--- src/rtl/acc40_pkg.sv ---
package acc40_pkg;
  localparam int DEF_ACC_W  = 40;
  localparam int DEF_WORD_W = 32;
  localparam int DEF_IMM_W  = 5;

  typedef enum logic [1:0] {
    SCL_NONE = 2'b00,
    SCL_DOWN = 2'b01,
    SCL_UP   = 2'b10,
    SCL_RSVD = 2'b11
  } scale_e;
endpackage

--- src/rtl/acc_operand_mux.sv ---
module acc_operand_mux #(
  parameter int ACC_W = acc40_pkg::DEF_ACC_W,
  parameter int IMM_W = acc40_pkg::DEF_IMM_W
) (
  input  logic             imm_sel,
  input  logic [IMM_W-1:0] imm,
  input  logic [ACC_W-1:0] reg_b,
  output logic [ACC_W-1:0] opnd_b
);
  localparam int PAD_W = ACC_W - IMM_W;

  function automatic logic [ACC_W-1:0] zext_imm(input logic [IMM_W-1:0] v);
    return {{PAD_W{1'b0}}, v};
  endfunction

  assign opnd_b = imm_sel ? zext_imm(imm) : reg_b;
endmodule

--- src/rtl/acc_add_core.sv ---
module acc_add_core #(
  parameter int ACC_W = acc40_pkg::DEF_ACC_W
) (
  input  logic [ACC_W-1:0] opnd_a,
  input  logic [ACC_W-1:0] opnd_b,
  output logic [ACC_W-1:0] raw_sum,
  output logic             carry_out,
  output logic             wrap_ovf
);
  localparam int MSB = ACC_W - 1;

  logic [ACC_W:0] wide;

  function automatic logic [ACC_W:0] uadd(input logic [ACC_W-1:0] x,
                                          input logic [ACC_W-1:0] y);
    return {1'b0, x} + {1'b0, y};
  endfunction

  always_comb begin
    wide      = uadd(opnd_a, opnd_b);
    raw_sum   = wide[ACC_W-1:0];
    carry_out = wide[ACC_W];
    wrap_ovf  = (opnd_a[MSB] == opnd_b[MSB]) && (raw_sum[MSB] != opnd_a[MSB]);
  end
endmodule

--- src/rtl/acc_sat_clamp.sv ---
module acc_sat_clamp #(
  parameter int ACC_W  = acc40_pkg::DEF_ACC_W,
  parameter int WORD_W = acc40_pkg::DEF_WORD_W
) (
  input  logic [ACC_W-1:0] raw_sum,
  input  logic             wrap_ovf,
  input  logic             a_sign,
  input  logic             sat_en,
  output logic [ACC_W-1:0] clamped,
  output logic             sat_hit
);
  localparam int MSB = ACC_W - 1;
  localparam int LO  = WORD_W - 1;
  localparam logic [ACC_W-1:0] POS_LIM = {{(ACC_W-WORD_W+1){1'b0}}, {(WORD_W-1){1'b1}}};
  localparam logic [ACC_W-1:0] NEG_LIM = ~POS_LIM;

  function automatic logic upper_uniform(input logic [ACC_W-1:0] v);
    return (&v[MSB:LO]) | ~(|v[MSB:LO]);
  endfunction

  logic true_neg;
  logic need_clamp;

  always_comb begin
    true_neg   = wrap_ovf ? a_sign : raw_sum[MSB];
    need_clamp = wrap_ovf | ~upper_uniform(raw_sum);
    sat_hit    = sat_en & need_clamp;
    clamped    = sat_hit ? (true_neg ? NEG_LIM : POS_LIM) : raw_sum;
  end
endmodule

--- src/rtl/acc_limit_detect.sv ---
module acc_limit_detect #(
  parameter int ACC_W  = acc40_pkg::DEF_ACC_W,
  parameter int WORD_W = acc40_pkg::DEF_WORD_W
) (
  input  logic [ACC_W-1:0] value,
  input  logic [1:0]       scale,
  input  logic             sat_en,
  output logic             limit
);
  import acc40_pkg::*;

  localparam int MSB = ACC_W - 1;

  function automatic logic outside(input logic [ACC_W-1:0] v, input int lo);
    logic m;
    m = 1'b0;
    for (int i = 0; i < MSB; i++) begin
      if (i >= lo && v[i] != v[MSB]) m = 1'b1;
    end
    return m;
  endfunction

  int lo_bit;

  always_comb begin
    case (scale_e'(scale))
      SCL_DOWN: lo_bit = WORD_W;
      SCL_UP:   lo_bit = WORD_W - 2;
      default:  lo_bit = WORD_W - 1;
    endcase
    limit = sat_en ? 1'b0 : outside(value, lo_bit);
  end
endmodule

--- src/rtl/acc40_sat_adder.sv ---
module acc40_sat_adder #(
  parameter int ACC_W  = acc40_pkg::DEF_ACC_W,
  parameter int WORD_W = acc40_pkg::DEF_WORD_W,
  parameter int IMM_W  = acc40_pkg::DEF_IMM_W
) (
  input  logic             clk,
  input  logic             rst_n,
  input  logic             add_en_i,
  input  logic             imm_sel_i,
  input  logic [IMM_W-1:0] imm_i,
  input  logic [ACC_W-1:0] src_a_i,
  input  logic [ACC_W-1:0] src_b_i,
  input  logic             sat_mode_i,
  input  logic [1:0]       scale_i,
  input  logic             ovf_clr_i,
  output logic [ACC_W-1:0] sum_o,
  output logic             sum_vld_o,
  output logic             carry_o,
  output logic             limit_o,
  output logic             ovf_o
);
  logic [ACC_W-1:0] opnd_b;
  logic [ACC_W-1:0] raw_sum;
  logic [ACC_W-1:0] clamped;
  logic             carry_nx;
  logic             wrap_ovf;
  logic             sat_hit;
  logic             limit_nx;
  logic             ovf_evt;

  acc_operand_mux #(.ACC_W(ACC_W), .IMM_W(IMM_W)) u_mux (
    .imm_sel (imm_sel_i),
    .imm     (imm_i),
    .reg_b   (src_b_i),
    .opnd_b  (opnd_b)
  );

  acc_add_core #(.ACC_W(ACC_W)) u_add (
    .opnd_a    (src_a_i),
    .opnd_b    (opnd_b),
    .raw_sum   (raw_sum),
    .carry_out (carry_nx),
    .wrap_ovf  (wrap_ovf)
  );

  acc_sat_clamp #(.ACC_W(ACC_W), .WORD_W(WORD_W)) u_sat (
    .raw_sum  (raw_sum),
    .wrap_ovf (wrap_ovf),
    .a_sign   (src_a_i[ACC_W-1]),
    .sat_en   (sat_mode_i),
    .clamped  (clamped),
    .sat_hit  (sat_hit)
  );

  acc_limit_detect #(.ACC_W(ACC_W), .WORD_W(WORD_W)) u_lim (
    .value  (clamped),
    .scale  (scale_i),
    .sat_en (sat_mode_i),
    .limit  (limit_nx)
  );

  assign ovf_evt = add_en_i & (wrap_ovf | sat_hit);

  always_ff @(posedge clk or negedge rst_n) begin
    if (!rst_n) begin
      sum_o     <= '0;
      sum_vld_o <= 1'b0;
      carry_o   <= 1'b0;
      limit_o   <= 1'b0;
    end else begin
      sum_vld_o <= add_en_i;
      if (add_en_i) begin
        sum_o   <= clamped;
        carry_o <= carry_nx;
        limit_o <= limit_nx;
      end
    end
  end

  always_ff @(posedge clk or negedge rst_n) begin
    if (!rst_n)         ovf_o <= 1'b0;
    else if (ovf_evt)   ovf_o <= 1'b1;
    else if (ovf_clr_i) ovf_o <= 1'b0;
  end
endmodule

--- config.mk ---
export PLATFORM = sky130hd
export DESIGN_NAME = acc40_sat_adder
export DESIGN_NICKNAME = d
export VERILOG_FILES = /design/src/rtl/acc40_pkg.sv /design/src/rtl/acc_operand_mux.sv /design/src/rtl/acc_add_core.sv /design/src/rtl/acc_sat_clamp.sv /design/src/rtl/acc_limit_detect.sv /design/src/rtl/acc40_sat_adder.sv
export SDC_FILE = /design/constraint.sdc
export NUM_CORES = 1
export LEC_CHECK = 0
export BUFFER_PORTS_ARGS = -buffer_cell sky130_fd_sc_hd__buf_2
export CORE_UTILIZATION = 59
export CTS_CLUSTER_DIAMETER = 100
export DETAILED_ROUTE_END_ITERATION = 8
export GPL_TIMING_DRIVEN = 0
export MAX_ROUTING_LAYER = met4
export PLACE_DENSITY = 0.88
export SLEW_MARGIN = 20
export SYNTH_ARGS = -nofsm -noshare
export SYNTH_HDL_FRONTEND = slang
export SYNTH_SLANG_ARGS = --single-unit
export TNS_END_PERCENT = 10
--- constraint.sdc ---
create_clock -name clk -period 1.6 [get_ports clk]
set_input_delay 0.32 -clock clk [delete_from_list [all_inputs] [get_ports clk]]
set_output_delay 0.32 -clock clk [all_outputs]
set_load 0.01 [all_outputs]
==> summary.md <==
| Metric | Value |
|---|---|
| Post-synthesis sequential area ratio | `0.206` |
| Crit-path slowest cell | `fa_2` |
| TritonCTS Sinks | `44` |
| Period Utilization, post-route | `2.78` |
| Min cycle time layout | `4.44 ns` |
| Largest net degree at the start of global routing | `45` |
| Routed WL | `17700 um` |
| Ys async rst share | `1.00` |
| Initial drt markers | `413` |
| Cell mode on critical path | `buf_6` |
| Distinct cell type count after synthesis | `84` |
| First-pass iteration count of the detailed router | `5` |
| Maximum single-stage delay on the critical path | `0.52 ns` |
| Via count | `6161` |
| Hold_ws | `0.140 ns` |
| Crit-path cells | `buf_2 -> nor2b_1 -> ha_1 -> buf_4 -> nand2_1 -> o21a_1 -> nor3_2 -> o31ai_4 -> o21a_1 -> a21o_1 -> a21boi_2 -> o21ai_1 -> nand2b_1 -> fa_2 -> buf_6 -> buf_6 -> xnor2_2 -> nor2_2 -> buf_4 -> and4b_1 -> buf_6 -> buf_8 -> o31a_1 -> o22a_1` |
| Layout area overhead | `33.1%` |
| EDFF count, synth | `0` |
| Setup tns final | `-116.14 ns` |
| Core area | `8760 sq um` |
| Synth Instances | `647` |
| CTS clk-pin slew, worst paths | `0.08 ns` |
| Outcome | `finished with violations` |
| DRC violations left | `0` |
| Min-Delay Startpoint | `add_en_i` |
| Failing checks | `negative setup slack` |
| PwrDens | `688 nW/um^2` |
| R2R Setup Slk | `0.71 ns` |
| First-pass GRT wire length | `27800 um` |
| #FFs+latches synth | `44` |
| Overall Global Routing Usage | `0.366` |
| Synthesized area | `5340 sq um` |
| Worst Path Class, Setup | `in2reg` |
| Routed vias/inst | `6.58` |
| Crit-path max FO | `10` |
| Reg2Reg Depth | `2` |
| Worst Hold Endpoint | `sum_vld_o` |
| TritonCTS buffer count | `5` |
| Grt total ovfl | `0` |
| Antenna violations before repair | `0` |
| CP required | `1.79 ns` |
| Vias in the first global route | `5906` |
| I/O pin total | `137` |
| Post-Synthesis Net Count | `786` |
| Final antenna-violating net count | `0` |
| Delay-heaviest family, CP | `compound AO/OA/AOI/OAI gates` |
| Measured slew at the worst slew-check pin | `0.950 ns` |
| Pins over their slew limit | `0` |
| I/O Buffers | `134` |
| Routability cong. | `0.931` |
| Reg-to-reg endpoint | `sum_o[22]` |
| Final hold vios | `0` |
| Final #Nets | `967` |
| Final worst slack | `-2.84 ns` |
| Total number of yosys warnings | `0` |
| CP endpoint kind | `flop` |
| Worst endpoint data arrival time | `4.64 ns` |
| Synth Flop Type | `dfrtp_1` |
| Core Rows | `34` |
| Syn_area_per_cell | `8.26 sq um` |
| Max frequency | `225 MHz` |
| DP HPWL | `12800 um` |
| Die span in y | `97.2 um` |
| Die ar. | `9440 sq um` |
| Final Skew | `0 ns` |
| # diodes | `0` |
| Clock Path Buffers | `2` |
| WHS Path Cells | `1` |
| Initial Util | `0.610` |
| Reg2reg start | `sum_o[22]` |
| CP startpoint kind | `primary input` |
| CTS Root Cell | `clkbuf_8` |
| Die W | `97.2 um` |
| CTS tree | `yes` |
| Max_slew headroom | `0.367` |
| VDD IR-drop max | `0.594 mV` |
| # Max-Cap Violations | `0` |
| Leakage | `3.25 nW` |
| WL/cell | `18.9 um` |
| RSZ-0062 raised after global routing | `true` |
| Share of layout cells above drive strength 1 | `0.367` |
| Setup violations, final | `43` |
| Clk Latency, worst-skew pair | `0.30 ns` |
| Hold Path Class | `in2reg` |
| H-tree depth | `2` |
| CP bufs+invs | `7` |
-- state kept, by name, indices dropped and copies added, names as in the netlist --
register	flops
carry_o	1
limit_o	1
ovf_o	1
sum_o	40
sum_vld_o	1
-- repair_timing --
item,in CTS,in global routing
hold buffers,0,0
pin swaps,53,40
gates cloned,4,0
setup endpoints to repair,43,43
gates resized for setup,38,68
buffers inserted,26,16
-- Yosys cell counts (all sizes together) (5+ instances only) --
master	instances	area [sq um]
a21oi	49	272
nand2	48	180
dfrtp	44	1100
ha	44	551
nor2b	37	231
buf	30	186
o22a	30	263
o21ai	28	144
a31oi	26	163
clkbuf	23	87.6
nor2	23	86.3
inv	21	78.8
nand4	20	131
a21o	19	143
xor2	19	166
nand3	16	85.1
o31a	12	105
xnor2	11	96.3
nand2b	9	56.3
and2	8	50.1
and3	8	50.1
and4	8	70.1
nor3	8	50.1
nor4	8	50.1
o311ai	8	70.1
o21a	7	52.6
or3	6	37.5
a21boi	5	37.5
mux2	5	56.3
mux2i	5	50.1
o211ai	5	47.5
-- worst reg2reg max path, delay by kind of cell, from the launching register on --
kind / cells / cell delay (ns)
compound gates: 1 / 0.12
simple gates: 1 / 0.27
flops: 1 / 0.40
-- power by group --
| group | internal [mW] | switching, mW | total [mW] |
|---|---|---|---|
| clock network | 0.463 | 0.394 | 0.857 |
| registers | 1.28 | 0.106 | 1.39 |
| logic | 1.17 | 1.48 | 2.65 |
| total | 2.91 | 1.98 | 4.89 |
-- cells in the final DEF, fill, tap and decap left out, types with 7 or more instances in the layout --
master / netlist / layout
o22a_1: 30 / 30
o31a_1: 12 / 12
nand3_1: 15 / 14
a21oi_1: 44 / 35
nor2b_1: 37 / 31
o21ai_1: 8 / 7
ha_1: 44 / 33
nand2_1: 48 / 47
inv_1: 21 / 21
ha_4: 0 / 8
a21o_1: 19 / 19
nor2_1: 23 / 21
buf_2: 20 / 147
a31oi_1: 26 / 26
clkbuf_8: 0 / 7
xor2_1: 19 / 19
o21ai_0: 19 / 17
dfrtp_1: 44 / 44
buf_4: 5 / 38
o21a_1: 7 / 7
and2_1: 7 / 7
nand2b_1: 9 / 9
buf_6: 4 / 18
clkbuf_1: 22 / 13
xnor2_1: 11 / 10
a21oi_2: 4 / 10
and3_1: 8 / 8
nand4_1: 19 / 19
and4_1: 8 / 7
-- how the worst max path moves through the flow --
stage	startpoint	cells after the start	end	slack [ns]
final	src_b_i[17]	24	sum_o[20]	-2.84
after CTS	src_b_i[20]	21	sum_o[21]	-2.76
after global routing	src_b_i[17]	24	sum_o[16]	-2.98
after floorplan	imm_sel_i	22	limit_o	-2.75
after detailed placement	imm_sel_i	21	limit_o	-3.60
after global placement	imm_sel_i	21	limit_o	-3.51
-- metal layers --
layer,GRT usage,wire length (um),up-vias
met5,-,0,-
met3,0.0561,1360,68
met2,0.631,8860,352
met4,0.133,594,0
li1,-,-,2819
met1,0.431,6930,2922
-- stage by stage --
stage | utilization | total power [mW] | std cells | worst slack (ns) | cell area, sq um
5_1_grt | 0.812 | 5.14 | 937 | -2.98 | 7110
3_5_place_dp | 0.714 | 3.62 | 889 | -3.60 | 6260
6_report | 0.812 | 4.89 | 937 | -2.84 | 7110
3_3_place_gp | 0.714 | 3.55 | 889 | -3.51 | 6260
4_1_cts | 0.771 | 4.65 | 926 | -2.76 | 6760
2_1_floorplan | - | 2.91 | 647 | -2.75 | 5450
-- final cells by class --
type	instances	area [sq um]
multi-input cells	529	4280
plain buffers	48	367
fillers	586	1650
repair buffers	179	1040
flip-flops and latches	44	1100
clock buffers	6	72.6
well taps	108	135
inverters	21	78.8
clock inverters	2	35.0
-- cells by family (layout without fill, tap and decap cells) --
family / Yosys count / count (layout) / synth area share
compound gates: 228 / 228 / 0.317
simple gates: 215 / 215 / 0.231
buf+inv: 74 / 256 / 0.0660
fa+ha+maj: 46 / 46 / 0.111
flops: 44 / 44 / 0.206
xor+xnor: 30 / 30 / 0.0492
mux: 10 / 10 / 0.0199
Power figures use the tool's default switching activity.
